<file path="config.mk">
export PLATFORM = sky130hd
export DESIGN_NAME = fpadd_top
export DESIGN_NICKNAME = d
export VERILOG_FILES = /design/src/rtl/fpadd_pkg.sv /design/src/rtl/fpadd_align.sv /design/src/rtl/fpadd_magadd.sv /design/src/rtl/fpadd_norm.sv /design/src/rtl/fpadd_top.sv
export SDC_FILE = /design/constraint.sdc
export NUM_CORES = 1
export LEC_CHECK = 0
export BUFFER_PORTS_ARGS = -buffer_cell sky130_fd_sc_hd__buf_2
export CORE_MARGIN = 8
export CORE_UTILIZATION = 40
export CTS_CLUSTER_SIZE = 40
export DETAILED_ROUTE_END_ITERATION = 10
export HOLD_SLACK_MARGIN = 0.05
export RECOVER_POWER = 50
export REMOVE_ABC_BUFFERS = 1
export SLEW_MARGIN = 0
export SYNTH_ARGS = -nofsm -noshare
export SYNTH_HDL_FRONTEND = slang
export SYNTH_SLANG_ARGS = --single-unit
</file>
<file path="constraint.sdc">
create_clock -name clk -period 18.5 [get_ports clk]
set_clock_uncertainty 0.1 [all_clocks]
set_input_delay 3.7 -clock clk [delete_from_list [all_inputs] [get_ports clk]]
set_output_delay 3.7 -clock clk [all_outputs]
set_load 0.005 [all_outputs]
</file>
<file path="src/rtl/fpadd_pkg.sv">
package fpadd_pkg;
  localparam int DEF_EXP_W  = 8;
  localparam int DEF_FRAC_W = 23;

  typedef enum logic {
    OP_ADD = 1'b0,
    OP_SUB = 1'b1
  } fp_op_e;
endpackage

</file>
<file path="src/rtl/fpadd_align.sv">
module fpadd_align #(
  parameter int EXP_W  = 8,
  parameter int FRAC_W = 23
) (
  input  logic [EXP_W+FRAC_W:0] a_word,
  input  logic [EXP_W+FRAC_W:0] b_word,
  input  logic                  b_sign_eff,
  output logic                  a_zero,
  output logic                  b_zero,
  output logic                  big_sign,
  output logic [EXP_W-1:0]      big_exp,
  output logic [FRAC_W:0]       big_sig,
  output logic [FRAC_W:0]       small_sig_al,
  output logic                  eff_sub
);
  localparam int W     = 1 + EXP_W + FRAC_W;
  localparam int SIG_W = FRAC_W + 1;

  logic [EXP_W-1:0] exp_a, exp_b, small_exp, exp_gap;
  logic [SIG_W-1:0] sig_a, sig_b, small_sig;
  logic             a_is_big;

  assign exp_a  = a_word[W-2:FRAC_W];
  assign exp_b  = b_word[W-2:FRAC_W];
  assign a_zero = (exp_a == '0);
  assign b_zero = (exp_b == '0);
  assign sig_a  = {1'b1, a_word[FRAC_W-1:0]};
  assign sig_b  = {1'b1, b_word[FRAC_W-1:0]};

  // exponent sits above fraction, so the low W-1 bits order by magnitude
  assign a_is_big  = (a_word[W-2:0] >= b_word[W-2:0]);
  assign big_exp   = a_is_big ? exp_a : exp_b;
  assign small_exp = a_is_big ? exp_b : exp_a;
  assign big_sig   = a_is_big ? sig_a : sig_b;
  assign small_sig = a_is_big ? sig_b : sig_a;
  assign big_sign  = a_is_big ? a_word[W-1] : b_sign_eff;
  assign eff_sub   = a_word[W-1] ^ b_sign_eff;
  assign exp_gap   = big_exp - small_exp;

  always_comb begin
    if (exp_gap >= EXP_W'(SIG_W)) small_sig_al = '0;
    else                           small_sig_al = small_sig >> exp_gap;
  end

  always_comb begin
    assert_order_R5: assert (big_exp >= small_exp)
      else $error("alignment picked the smaller exponent");
  end
endmodule

</file>
<file path="src/rtl/fpadd_magadd.sv">
module fpadd_magadd #(
  parameter int FRAC_W = 23
) (
  input  logic [FRAC_W:0]   big_sig,
  input  logic [FRAC_W:0]   small_sig,
  input  logic              eff_sub,
  output logic [FRAC_W+1:0] raw_sum,
  output logic              carry_out,
  output logic              exact_zero
);
  localparam int SIG_W = FRAC_W + 1;

  always_comb begin
    if (eff_sub) raw_sum = {1'b0, big_sig} - {1'b0, small_sig};
    else         raw_sum = {1'b0, big_sig} + {1'b0, small_sig};
  end

  assign carry_out  = !eff_sub && raw_sum[SIG_W];
  assign exact_zero = (raw_sum == '0);

  always_comb begin
    if (eff_sub)
      assert_no_borrow_R7: assert (raw_sum[SIG_W] == 1'b0)
        else $error("magnitude subtract borrowed");
  end
endmodule

</file>
<file path="src/rtl/fpadd_norm.sv">
module fpadd_norm #(
  parameter int EXP_W  = 8,
  parameter int FRAC_W = 23
) (
  input  logic [FRAC_W+1:0]       raw_sum,
  input  logic                    carry_out,
  input  logic                    exact_zero,
  input  logic [EXP_W-1:0]        big_exp,
  input  logic                    big_sign,
  output logic [$clog2(FRAC_W+2)-1:0] lz_count,
  output logic                    ovf,
  output logic                    unf,
  output logic [EXP_W+FRAC_W:0]   norm_word
);
  localparam int SIG_W = FRAC_W + 1;
  localparam int LZ_W  = $clog2(FRAC_W + 2);
  localparam logic [EXP_W-1:0] EXP_ONES = '1;

  function automatic logic [LZ_W-1:0] count_lz(input logic [SIG_W-1:0] v);
    count_lz = LZ_W'(SIG_W);
    for (int i = 0; i < SIG_W; i++)
      if (v[i]) count_lz = LZ_W'(SIG_W - 1 - i);
  endfunction

  logic [SIG_W-1:0] sig_n;
  logic [EXP_W-1:0] exp_n;

  assign lz_count = count_lz(raw_sum[SIG_W-1:0]);

  always_comb begin
    if (carry_out) begin
      sig_n = raw_sum[SIG_W:1];
      exp_n = big_exp + 1'b1;
    end else begin
      sig_n = raw_sum[SIG_W-1:0] << lz_count;
      exp_n = big_exp - EXP_W'(lz_count);
    end
  end

  assign ovf = carry_out && (big_exp >= EXP_ONES - 1'b1);
  assign unf = !carry_out && ({1'b0, big_exp} <= (EXP_W+1)'(lz_count));

  always_comb begin
    if (exact_zero || unf) norm_word = '0;
    else if (ovf)          norm_word = {big_sign, EXP_ONES, {FRAC_W{1'b0}}};
    else                   norm_word = {big_sign, exp_n, sig_n[FRAC_W-1:0]};
  end

  always_comb begin
    if (!exact_zero)
      assert_hidden_one_R8: assert (sig_n[SIG_W-1])
        else $error("normalized significand lacks its leading one");
  end
endmodule

</file>
<file path="src/rtl/fpadd_top.sv">
module fpadd_top #(
  parameter int EXP_W  = fpadd_pkg::DEF_EXP_W,
  parameter int FRAC_W = fpadd_pkg::DEF_FRAC_W
) (
  input  logic                  clk,
  input  logic                  rst_n,
  input  logic [EXP_W+FRAC_W:0] opnd_a,
  input  logic [EXP_W+FRAC_W:0] opnd_b,
  input  logic                  sub_sel,
  output logic [EXP_W+FRAC_W:0] result
);
  import fpadd_pkg::*;

  localparam int W     = 1 + EXP_W + FRAC_W;
  localparam int SIG_W = FRAC_W + 1;
  localparam int LZ_W  = $clog2(FRAC_W + 2);

  fp_op_e           op;
  logic             b_sign_eff;
  logic             a_zero, b_zero, bypass;
  logic             big_sign, eff_sub;
  logic [EXP_W-1:0] big_exp;
  logic [SIG_W-1:0] big_sig, small_sig_al;
  logic [SIG_W:0]   raw_sum;
  logic             carry_out, exact_zero, ovf, unf;
  logic [LZ_W-1:0]  lz_count;
  logic [W-1:0]     norm_word, next_word, result_q;

  assign op         = fp_op_e'(sub_sel);
  assign b_sign_eff = opnd_b[W-1] ^ (op == OP_SUB);
  assign bypass     = a_zero || b_zero;

  fpadd_align #(.EXP_W(EXP_W), .FRAC_W(FRAC_W)) u_align (
    .a_word(opnd_a), .b_word(opnd_b), .b_sign_eff(b_sign_eff),
    .a_zero(a_zero), .b_zero(b_zero), .big_sign(big_sign),
    .big_exp(big_exp), .big_sig(big_sig), .small_sig_al(small_sig_al),
    .eff_sub(eff_sub)
  );

  fpadd_magadd #(.FRAC_W(FRAC_W)) u_magadd (
    .big_sig(big_sig), .small_sig(small_sig_al), .eff_sub(eff_sub),
    .raw_sum(raw_sum), .carry_out(carry_out), .exact_zero(exact_zero)
  );

  fpadd_norm #(.EXP_W(EXP_W), .FRAC_W(FRAC_W)) u_norm (
    .raw_sum(raw_sum), .carry_out(carry_out), .exact_zero(exact_zero),
    .big_exp(big_exp), .big_sign(big_sign), .lz_count(lz_count),
    .ovf(ovf), .unf(unf), .norm_word(norm_word)
  );

  always_comb begin
    if (a_zero)      next_word = {b_sign_eff, opnd_b[W-2:0]};
    else if (b_zero) next_word = opnd_a;
    else             next_word = norm_word;
  end

  always_ff @(posedge clk) begin
    if (!rst_n) result_q <= '0;
    else        result_q <= next_word;
  end

  assign result = result_q;

  assert_zero_bypass_R4: assert property (@(posedge clk) disable iff (!rst_n)
    a_zero |=> result == {$past(b_sign_eff), $past(opnd_b[W-2:0])});

  assert_exact_zero_pos_R9: assert property (@(posedge clk) disable iff (!rst_n)
    (!bypass && exact_zero) |=> result == '0);

  assert_carry_exp_R6: assert property (@(posedge clk) disable iff (!rst_n)
    (!bypass && carry_out && !ovf) |=>
      result[W-2:FRAC_W] == EXP_W'($past(big_exp) + 1'b1));

  assert_overflow_inf_R10: assert property (@(posedge clk) disable iff (!rst_n)
    (!bypass && ovf) |=> (result[W-2:FRAC_W] == '1 && result[FRAC_W-1:0] == '0));

  assert_sign_larger_R7: assert property (@(posedge clk) disable iff (!rst_n)
    (!bypass && !exact_zero && !unf) |=> result[W-1] == $past(big_sign));

  assert_cancel_exp_R8: assert property (@(posedge clk) disable iff (!rst_n)
    (!bypass && eff_sub && !exact_zero && !unf) |=>
      result[W-2:FRAC_W] == EXP_W'($past(big_exp) - EXP_W'($past(lz_count))));
endmodule

</file>
======== Word-level counts from Yosys, hierarchy flattened ========
Cells that the tools add are included.
storage, ports and cells
  register bits after elaboration ......... 32
  bits of input ports ..................... 67
  output and inout bits ................... 32
  word-level logic and storage cells ...... 60
operators by class
  add/sub/neg operators ................... 5
  order comparisons ....................... 4
  shifts and indexed selects .............. 2
  muxes and demuxes ....................... 37
  bitwise gates (word level) .............. 2
  reductions and logical operators ........ 9
operators by type and width
  operator                                                            number
  two-way mux 32 bit                                                  3
  two-way mux 5 bit                                                   16
  two-way mux 23 bit                                                  3
  two-way mux 4 bit                                                   8
  greater-or-equal comparator 31 bit                                  1
  two-way mux 31 bit                                                  1
  adder 24 x 24 -> 25 bit                                             1
  logical NOT 25 bit                                                  1
  two-way mux 25 bit                                                  1
  subtractor 24 x 24 -> 25 bit                                        1
  two-way mux 24 bit                                                  1
  two-way mux 8 bit                                                   3
  left shift 24 x 5 -> 23 bit                                         1
  right shift 24 x 8 -> 24 bit                                        1
  logical NOT 8 bit                                                   2
  adder 8 x 1 -> 8 bit (second input constant)                        1
  greater-or-equal comparator 8 x 5 -> 1 bit (second input constant)  1
  greater-or-equal comparator 8 bit (second input constant)           1
  less-or-equal comparator 8 x 5 -> 1 bit                             1
  subtractor 8 x 5 -> 8 bit                                           1
  subtractor 8 bit                                                    1
  logical AND 1 bit                                                   3
  logical NOT 1 bit                                                   2
  bitwise XOR 1 bit                                                   2
  other kinds (2)                                                     2

======== Depth between registers and ports, before layout ========
Gate-level depths: netlist (run 1).
  depth in word-level cells ............... 37
  gate-level depth with buffers ........... 60
  gate-level depth less buffers ........... 53

======== By module ========
From an unflattened synthesis (run 1), not the netlist that was laid out.
unflattened totals
  cell total of the unflattened synthesis .. 1245
  area, all modules ....................... 9566.7 um^2
modules (own cells, without submodules)
  module        times used  cells an instance  area an instance (um^2)  sequential area each (um^2)
  fpadd_align   1           449                3383.2                   0.0
  fpadd_norm    1           381                2592.5                   0.0
  fpadd_magadd  1           272                1813.0                   0.0
  fpadd_top     1           143                1778.0                   640.6

======== Worst setup path before layout (run 1) ========
OpenSTA, ideal clock, no wires.
  path kind ............................... in2reg
  start ................................... in opnd_b[8]
  end ..................................... reg result_q[22] (netlist: result[22])
  setup time .............................. 128 ps
  arrival time ............................ 14135 ps
  data required time ...................... 18272 ps
  slack ................................... 4137 ps
  stages on the path ...................... 58
  buffers on the path ..................... 8
  cell sequence ........................... inv_1 -> ha_1 -> a21oi_1 -> o21ai_1 -> a2111o_1 -> o21a_1 -> buf_6 -> nor2_8 -> buf_2 -> buf_2 -> buf_2 -> mux2i_1 -> ha_1 -> nand2_1 -> nand3_1 -> a21o_1 -> or3_4 -> and3_4 -> [22 not listed] -> a21oi_1 -> nor2_1 -> a311oi_4 -> buf_6 -> ha_1 -> inv_1 -> fa_1 -> a21o_1 -> a21oi_1 -> o21bai_1 -> o21ai_0 -> a41oi_1 -> o21ai_1 -> o21a_1 -> buf_2 -> nor2_1 -> a221oi_1 -> a21oi_1
on the way
  cells in the longest elaborated chain, start to end .. 37
  elaborated cells on any way between the ends .. 50
  those cells by class .................... 3 x add/sub; 4 x order compare; 2 x shift; 35 x mux; 6 x reduce/logical
RTL lines
  element                                                                                            RTL line                                source
  start: declaration                                                                                 fpadd_top.sv:8                          input logic [EXP_W+FRAC_W:0] opnd_b,
  greater-or-equal comparator 31 bit                                                                 fpadd_align.sv:31                       assign a_is_big = (a_word[W-2:0] >= b_word[W-2:0]);
  two-way mux 8 bit, on equally long branches                                                        fpadd_align.sv:32, fpadd_align.sv:33
  subtractor 8 bit                                                                                   fpadd_align.sv:38                       assign exp_gap = big_exp - small_exp;
  right shift 24 x 8 -> 24 bit / greater-or-equal comparator 8 x 5 -> 1 bit (equally long branches)  fpadd_align.sv:42, fpadd_align.sv:41
  two-way mux 24 bit                                                                                 fpadd_align.sv:41                       if (exp_gap >= EXP_W'(SIG_W)) small_sig_al = '0;
  adder 24 x 24 -> 25 bit / subtractor 24 x 24 -> 25 bit (equally long branches)                     fpadd_magadd.sv:15, fpadd_magadd.sv:14
  two-way mux 25 bit                                                                                 fpadd_magadd.sv:14                      if (eff_sub) raw_sum = {1'b0, big_sig} - {1'b0, small_sig};
  two-way mux 4 bit (8 in a row)                                                                     fpadd_norm.sv:22                        if (v[i]) count_lz = LZ_W'(SIG_W - 1 - i);
  two-way mux 5 bit (16 in a row)                                                                    fpadd_norm.sv:22
  left shift 24 x 5 -> 23 bit / less-or-equal comparator 8 x 5 -> 1 bit (equally long branches)      fpadd_norm.sv:35, fpadd_norm.sv:41
  two-way mux 23 bit / logical AND 1 bit (equally long branches)                                     fpadd_norm.sv:31, fpadd_norm.sv:41
  two-way mux 31 bit / logical OR 1 bit (equally long branches)                                      fpadd_norm.sv:45, fpadd_norm.sv:44
  two-way mux 32 bit *                                                                               fpadd_norm.sv:44                        if (exact_zero || unf) norm_word = '0;
  two-way mux 32 bit *                                                                               fpadd_top.sv:53                         else if (b_zero) next_word = opnd_a;
  two-way mux 32 bit *                                                                               fpadd_top.sv:52                         if (a_zero) next_word = {b_sign_eff, opnd_b[W-2:0]};
  end signal: assignment                                                                             fpadd_top.sv:59                         else result_q <= next_word;
  end: declaration                                                                                   fpadd_top.sv:27                         logic [W-1:0] norm_word, next_word, result_q;
Every way passes the cells marked *; elsewhere a longest branch is shown, timed or not.
A chain may end at the register's enable or synchronous reset.

======== Worst setup path after layout (run 1) ========
  start ................................... in opnd_b[25]
  end ..................................... reg result_q[17] (netlist: result[17])
on the way
  cells in the longest elaborated chain, start to end .. 37
  elaborated cells on any way between the ends .. 51
  those cells by class .................... 3 x add/sub; 4 x order compare; 2 x shift; 35 x mux; 7 x reduce/logical
RTL lines
  element                                                                                            RTL line
  greater-or-equal comparator 31 bit                                                                 fpadd_align.sv:31
  two-way mux 8 bit, on equally long branches                                                        fpadd_align.sv:32, fpadd_align.sv:33
  subtractor 8 bit                                                                                   fpadd_align.sv:38
  right shift 24 x 8 -> 24 bit / greater-or-equal comparator 8 x 5 -> 1 bit (equally long branches)  fpadd_align.sv:42, fpadd_align.sv:41
  two-way mux 24 bit                                                                                 fpadd_align.sv:41
  adder 24 x 24 -> 25 bit / subtractor 24 x 24 -> 25 bit (equally long branches)                     fpadd_magadd.sv:15, fpadd_magadd.sv:14
  two-way mux 25 bit                                                                                 fpadd_magadd.sv:14
  two-way mux 4 bit (8 in a row)                                                                     fpadd_norm.sv:22
  two-way mux 5 bit (16 in a row)                                                                    fpadd_norm.sv:22
  left shift 24 x 5 -> 23 bit / less-or-equal comparator 8 x 5 -> 1 bit (equally long branches)      fpadd_norm.sv:35, fpadd_norm.sv:41
  two-way mux 23 bit / logical AND 1 bit (equally long branches)                                     fpadd_norm.sv:31, fpadd_norm.sv:41
  two-way mux 31 bit / logical OR 1 bit (equally long branches)                                      fpadd_norm.sv:45, fpadd_norm.sv:44
  two-way mux 32 bit                                                                                 fpadd_norm.sv:44
  two-way mux 32 bit *                                                                               fpadd_top.sv:53
  two-way mux 32 bit *                                                                               fpadd_top.sv:52
Marks and branches as above.

==> results.rst, run 1 <==
.. list-table::
   :header-rows: 1

   * - Metric
     - Value
   * - Max Buffers Root-to-Sink
     - 2
   * - Mapped Area
     - 9070 µm²
   * - Total via count after detailed routing
     - 11.0k
   * - Number of vias per cell
     - ~6.7
   * - Area share of the largest cell type after synthesis
     - 8.55%
   * - Number of placement rows
     - between 50 and 60
   * - Hold Path Depth
     - 3
   * - Core Area
     - 22400 µm²
   * - Hold Buf Count CTS
     - 0
   * - Cell with the most instances on the worst path
     - sky130_fd_sc_hd__a21oi_1
   * - Number of post-CTS setup repair buffers
     - 0
   * - Fraction of power spent switching nets
     - between 50% and 60%
   * - Warning count from the yosys run
     - 0
   * - Highest Clock Rate
     - 56.8 MHz
   * - # placed instances
     - 1636
   * - Cell at the slowest stage of the critical path
     - sky130_fd_sc_hd__o21a_1
   * - Largest cells by area after synthesis
     - sky130_fd_sc_hd__ha_1, sky130_fd_sc_hd__a21oi_1, sky130_fd_sc_hd__dfxtp_1, sky130_fd_sc_hd__mux2i_1, sky130_fd_sc_hd__o21ai_0
   * - Worst EP required
     - roughly 19 ns
   * - Slew Limit Headroom
     - between 30% and 40%
   * - # DRC
     - 0
   * - Half-perimeter wire length after detailed placement
     - 34.1 mm
   * - Portion of total power attributed to sequential cells
     - 5.9%
   * - Die extent in y
     - approximately 170 µm
   * - Highest metal layer with signal wires
     - met4
   * - Total leakage power
     - 3.99 nW
   * - Total wire length
     - 42.5 mm
   * - Area Growth Syn to Fin
     - 8.75%
   * - Antenna violations before repair
     - 1
   * - Non-filler instance count after layout
     - 1645
   * - Peak supply drop
     - 89.7 µV
   * - Average cell area after synthesis
     - approximately 6.9 µm²
   * - Count of TritonRoute iterations in the first routing pass
     - 5
   * - Clock tree from TritonCTS
     - done
   * - Number of nets in the final layout
     - 1489
   * - Number of storage elements in the synthesis netlist
     - 32
   * - Register area share after synthesis
     - 7.06%
   * - Number of global-route vias before repair
     - between 10k and 15k
   * - Starting DRT DRC Count
     - 1353
   * - Crit. Startpoint
     - opnd_b[25]
   * - Final TNS setup
     - 0 ns
   * - CTS-repair resized insts
     - 0
   * - Clock-pin slew on the worst setup and hold paths
     - 0.06 ns
   * - Fraction of layout instances using a drive strength above 1
     - a little over an eighth
   * - Cts bufs inserted
     - 5
   * - Post-synth top cells
     - sky130_fd_sc_hd__nand2_1, sky130_fd_sc_hd__a21oi_1, sky130_fd_sc_hd__o21ai_0
   * - Cell family with most CP delay
     - compound AO/OA/AOI/OAI gates
   * - Sort of element at the end of the critical path
     - register
   * - Worst-Margin Slew
     - 1.04 ns
   * - Delay of the slowest critical-path stage
     - between 0.7 and 0.8 ns
   * - Io pins
     - 99
   * - Length of routed met2 wiring
     - 18.9 mm
   * - Worst Path Buf+Inv
     - 7
   * - Most frequent cell after synthesis
     - sky130_fd_sc_hd__nand2_1
   * - Final worst path period need
     - 17.61 ns
   * - Setup repair after global routing missed its margin
     - no
   * - Worst hold margin
     - about 3.6 ns
   * - WS Path Type
     - input pin to register
   * - Number of hold-slack violations in the final timing report
     - 0
   * - Average routed wire per standard cell
     - between 20 and 30 µm
   * - Fraction of power consumed by combinational cells
     - 88.6%
   * - Fin crit share
     - 95.2%
   * - CP arrival
     - 17.72 ns
   * - Number of sinks driven by the clock tree
     - 32
   * - Share of total power in the clock network
     - 5.5%
   * - Die area
     - 27700 µm²
   * - Cell taking the most area after synthesis
     - sky130_fd_sc_hd__ha_1
   * - Critical path peak fanout
     - 37
   * - GRT Resource Usage Total
     - 29.0%
   * - Psw
     - between 1 and 1.5 mW
   * - Final antenna-violating net count
     - 0
   * - Worst min-delay path category
     - input pin to register
   * - Total power per unit cell area
     - 181 nW/µm²
   * - Max-capacitance violation count
     - 0
   * - First-pass GRT wire length
     - between 60 and 70 mm
   * - Count of mapped cells out of synthesis
     - 1307
   * - Max-slew violation count
     - 0
   * - Clock tree root driver cell
     - sky130_fd_sc_hd__clkbuf_16
   * - Chip width
     - 167 µm
   * - Number of synthesized flops with an enable pin
     - 0
   * - Initial core utilization
     - 40.4%
   * - Fill cell count
     - 2400
   * - Start point of the worst min-delay path
     - opnd_b[30]
   * - Internal power contribution
     - 0.728 mW
   * - Routed met1 length
     - 17.8 mm
   * - CP Launch Type
     - input pin
   * - Final RePlAce weighted congestion
     - 1.00
   * - Pin count of the biggest net entering global routing
     - 58
   * - Routed wire length on met3
     - roughly 4 mm
   * - Total congestion overflow
     - 0
   * - Share of flip-flops with an asynchronous set or reset after synthesis
     - 0%
   * - Setup violators final
     - 0
   * - Flip-flop count of the largest register after layout
     - 32
   * - Commonest register cell after synthesis
     - sky130_fd_sc_hd__dfxtp_1
   * - Number of levels the H-tree was split into
     - 2
   * - Number of library cell types mapped by synthesis
     - 97
   * - Status
     - complete, no violations
   * - Min-Delay Endpoint
     - result[30]
   * - Port Buffer Count
     - 98
power groups by stage:
stage	Sequential [mW]	Combinational [mW]	Clock, mW
floorplan	0.110	1.04	0
global placement	0.106	1.54	0
detailed placement	0.106	1.52	0
CTS	0.105	1.52	0.0980
global route	0.108	1.67	0.100
finish	0.106	1.58	0.0979
layout make-up:
type	count	area, µm²	area share, %
Antenna cell	1	2.50	0.0254
Clock buffer	5	125	1.27
Clock inverter	3	42.5	0.431
Inverter	64	240	2.44
Multi-Input combinational cell	1135	7830	79.4
Sequential cell	32	641	6.50
Tap cell	285	357	3.62
Timing Repair Buffer	120	624	6.33
cells by family after synthesis:
group                      Yosys count  synth area share (%)
AOI/OAI and AO/OA                  522                  39.6
and+or+nand+nor                    415                  22.0
buffers and inverters              140                  6.68
muxes                               84                  10.9
adders and majority gates           64                  9.00
xor gates and xnor gates            50                  4.83
DFF                                 32                  7.06
how the worst max path moves through the flow:
stage                  to  slack (ns)  cells after the start
2_1_floorplan  result[13]        1.43                     49
3_3_place_gp   result[17]        1.29                     49
3_5_place_dp   result[17]        1.11                     51
4_1_cts        result[17]        1.35                     51
5_1_grt        result[17]        0.04                     51
6_report       result[17]        0.89                     51
cells in the final DEF (no fill, tap or decap), types with 24 or more instances in the layout:
cell type and n:
sky130_fd_sc_hd__nand2_1 142, sky130_fd_sc_hd__a21oi_1 130, sky130_fd_sc_hd__o21ai_0 113, sky130_fd_sc_hd__nor2_1 99
sky130_fd_sc_hd__buf_2 73, sky130_fd_sc_hd__inv_1 63, sky130_fd_sc_hd__ha_1 61, sky130_fd_sc_hd__mux2i_1 58
sky130_fd_sc_hd__nor3_1 36, sky130_fd_sc_hd__dfxtp_1 32, sky130_fd_sc_hd__a211oi_1 28, sky130_fd_sc_hd__xnor2_1 26
sky130_fd_sc_hd__nand3_1 25, sky130_fd_sc_hd__o22ai_1 25, sky130_fd_sc_hd__clkbuf_1 25, sky130_fd_sc_hd__xor2_1 24
metrics by stage:
stage | total power, mW | util (%) | area [µm²] | worst slack (ns)
6_report | 1.78 | 44.0 | 9860 | 0.888
5_1_grt | 1.88 | 44.0 | 9860 | 0.0428
4_1_cts | 1.73 | 44.1 | 9890 | 1.35
3_5_place_dp | 1.62 | 43.3 | 9720 | 1.11
3_3_place_gp | 1.65 | 43.3 | 9720 | 1.29
2_1_floorplan | 1.15 | - | 8700 | 1.43
routing by layer:
layer / global-route usage, % / up-vias
met2: 46.7 / 678
met5: 0 / -
met1: 38.2 / 5156
met4: 11.4 / 0
li1: - / 5079
met3: 4.54 / 110
No activity file was read; power rests on OpenSTA's default activity.
==> inputs of run 2 (changes only) <==
--- a/config.mk
+++ b/config.mk
@@ -6,6 +6,7 @@
 export NUM_CORES = 1
 export LEC_CHECK = 0
 export BUFFER_PORTS_ARGS = -buffer_cell sky130_fd_sc_hd__buf_2
+export CORE_ASPECT_RATIO = 0.9
 export CORE_MARGIN = 8
 export CORE_UTILIZATION = 40
 export CTS_CLUSTER_SIZE = 40
==> results.rst, run 2 (synthesized netlist as in run 1, its figures left out) <==
.. list-table::
   :header-rows: 1

   * - Metric
     - Value
   * - Status
     - complete, no violations
   * - Cell with the most instances on the worst path
     - sky130_fd_sc_hd__a21oi_1
   * - Total leakage power
     - 4.00 nW (+0.30%)
   * - Die area
     - 27800 µm² (about the same)
   * - Fin crit share
     - 88.6% (-6.6 points)
   * - Delay of the slowest critical-path stage
     - 0.73 ns (-0.06 ns)
   * - Share of the core filled with cells in the final layout
     - 44.2% (+0.28 points)
   * - Slew Limit Headroom
     - 23.3% (-7.3 points)
   * - Most common cell after layout, fill and taps aside
     - sky130_fd_sc_hd__nand2_1
   * - # placed instances
     - 1652 (+0.98%)
   * - Setup violators final
     - 0 (unchanged)
   * - First-pass GRT wire length
     - 65.1 mm (+1.9%)
   * - Worst EP required
     - 18.56 ns (-0.05 ns)
   * - Total wire length
     - 43.2 mm (+1.7%)
   * - Fraction of power spent switching nets
     - 59.2% (+0.11 points)
   * - Number of placement rows
     - 52 (-5.5%)
   * - Max-slew violation count
     - 0 (unchanged)
   * - Clock tree from TritonCTS
     - done
   * - Fill cell count
     - 2409 (+0.38%)
   * - # DRC
     - 0 (unchanged)
   * - Sort of element at the end of the critical path
     - register
   * - Worst-Margin Slew
     - 1.14 ns (+0.100 ns)
   * - Hold Buf Count CTS
     - 0 (unchanged)
   * - Worst hold margin
     - 3.60 ns (-0.00301 ns)
   * - CP arrival
     - 16.45 ns (-1.27 ns)
   * - Initial core utilization
     - 40.5% (+0.095 points)
   * - Total power per unit cell area
     - 180 nW/µm² (-0.56%)
   * - Starting DRT DRC Count
     - 1529 (+13%)
   * - Final worst path period need
     - 16.39 ns (-1.22 ns)
   * - FF/Latch Area
     - 641 µm² (unchanged)
   * - WS Path Type
     - input pin to register
   * - Clock-pin slew on the worst setup and hold paths
     - 0.06 ns (about the same)
   * - CTS-repair resized insts
     - 0 (unchanged)
   * - Number of antenna repair diodes
     - 0 (-1)
   * - Final RePlAce weighted congestion
     - 1.03 (+3.2%)
   * - Non-filler instance count after layout
     - 1660 (+0.91%)
   * - CP Launch Type
     - input pin
   * - Core Area
     - 22400 µm² (-0.23%)
   * - Cts bufs inserted
     - 5 (unchanged)
   * - GRT Resource Usage Total
     - 29.6% (+0.57 points)
   * - Clock tree root driver cell
     - sky130_fd_sc_hd__clkbuf_16
   * - Number of vias per cell
     - 6.76 (+0.87%)
   * - Worst min-delay path category
     - input pin to register
   * - Final TNS setup
     - 0 ns (unchanged)
   * - Fraction of layout instances using a drive strength above 1
     - 13.4% (+0.11 points)
   * - Total via count after detailed routing
     - 11.2k (+1.8%)
   * - Highest-count cells in the layout ignoring fill and taps
     - sky130_fd_sc_hd__nand2_1, sky130_fd_sc_hd__a21oi_1, sky130_fd_sc_hd__o21ai_0, sky130_fd_sc_hd__nor2_1, sky130_fd_sc_hd__buf_2
   * - Number of hold-slack violations in the final timing report
     - 0 (unchanged)
   * - Flip-flop count of the largest register after layout
     - 32 (unchanged)
   * - Internal power contribution
     - 0.725 mW (-0.42%)
   * - Number of global-route vias before repair
     - 10.5k (+2.6%)
   * - Antenna violations before repair
     - 0 (-1)
   * - Cell at the slowest stage of the critical path
     - sky130_fd_sc_hd__nor2_1
   * - Fraction of power consumed by combinational cells
     - 88.5% (about the same)
   * - Number of levels the H-tree was split into
     - 2 (unchanged)
   * - Io pins
     - 99 (unchanged)
   * - Number of nets in the final layout
     - 1493 (+0.27%)
   * - Max-capacitance violation count
     - 0 (unchanged)
   * - Chip width
     - 175 µm (+4.9%)
   * - Total congestion overflow
     - 0 (unchanged)
   * - Half-perimeter wire length after detailed placement
     - 34.3 mm (+0.76%)
   * - Pin count of the biggest net entering global routing
     - 58 (unchanged)
   * - Max Buffers Root-to-Sink
     - 2 (unchanged)
   * - Number of post-CTS setup repair buffers
     - 0 (unchanged)
   * - Highest Clock Rate
     - 61.0 MHz (+7.5%)
   * - Multi-input gate area in the final layout
     - 7830 µm² (unchanged)
   * - Setup repair after global routing missed its margin
     - no
   * - Area Growth Syn to Fin
     - 9.19%
   * - Count of TritonRoute iterations in the first routing pass
     - 6 (+1)
   * - Critical path peak fanout
     - 36 (-2.7%)
   * - Final antenna-violating net count
     - 0 (unchanged)
   * - Peak supply drop
     - 77.1 µV (-14%)
   * - Port Buffer Count
     - 98 (unchanged)
   * - Number of sinks driven by the clock tree
     - 32 (unchanged)
   * - Portion of total power attributed to sequential cells
     - 5.9% (about the same)
   * - Psw
     - 1.05 mW (about the same)
   * - Average routed wire per standard cell
     - 26.0 µm (+0.73%)
   * - Die extent in y
     - 159 µm (-4.6%)
   * - Share of total power in the clock network
     - 5.6% (about the same)
==> run 2: metal layers <==
| metal | wire length, µm | up-vias | track usage (%) |
|---|---|---|---|
| li1 | - | 5091 | - |
| met1 | 18500 | 5333 | 40.9 |
| met2 | 18500 | 690 | 45.3 |
| met3 | 4300 | 106 | 4.08 |
| met4 | 1950 | 0 | 12.2 |
| met5 | 0 | - | 0 |
==> run 2: worst max-delay path: cells and delay by family <==
family / cells / cell delay [ns]
AND/OR/NAND/NOR: 9 / 2.33
AO/OA/AOI/OAI: 28 / 7.27
adder cells (fa/ha/maj): 5 / 1.71
multiplexers: 1 / 0.12
buffers and inverters: 5 / 1.02
XOR/XNOR: 1 / 0.33
==> run 2: worst paths after layout <==
kind       start         end  slack (ns)  cells after the start
max   opnd_b[12]  result[27]        2.11                     49
min   opnd_b[30]  result[30]        3.60                      3
==> run 2: power by group through the flow <==
stage | Combinational, mW | Sequential [mW] | Clock, mW
CTS | 1.53 | 0.105 | 0.0982
detailed placement | 1.52 | 0.107 | 0
floorplan | 1.04 | 0.110 | 0
global placement | 1.54 | 0.106 | 0
global route | 1.67 | 0.108 | 0.101
finish | 1.57 | 0.106 | 0.0989
==> run 2: final cells by class <==
class	instances	share of cell area (%)
inverters	64	2.43
clock buffers	5	1.26
multi-input cells	1135	79.1
flip-flops and latches	32	6.47
repair buffers	124	6.58
clock inverters	3	0.430
well taps	297	3.75
==> run 2: metrics by stage <==
step | power [mW] | setup slack [ns] | instance area [µm²]
2_1_floorplan | 1.15 | 1.43 | 8700
3_3_place_gp | 1.65 | 2.32 | 9770
3_5_place_dp | 1.63 | 2.09 | 9770
4_1_cts | 1.74 | 2.36 | 9940
5_1_grt | 1.88 | 1.14 | 9900
6_report | 1.78 | 2.11 | 9900
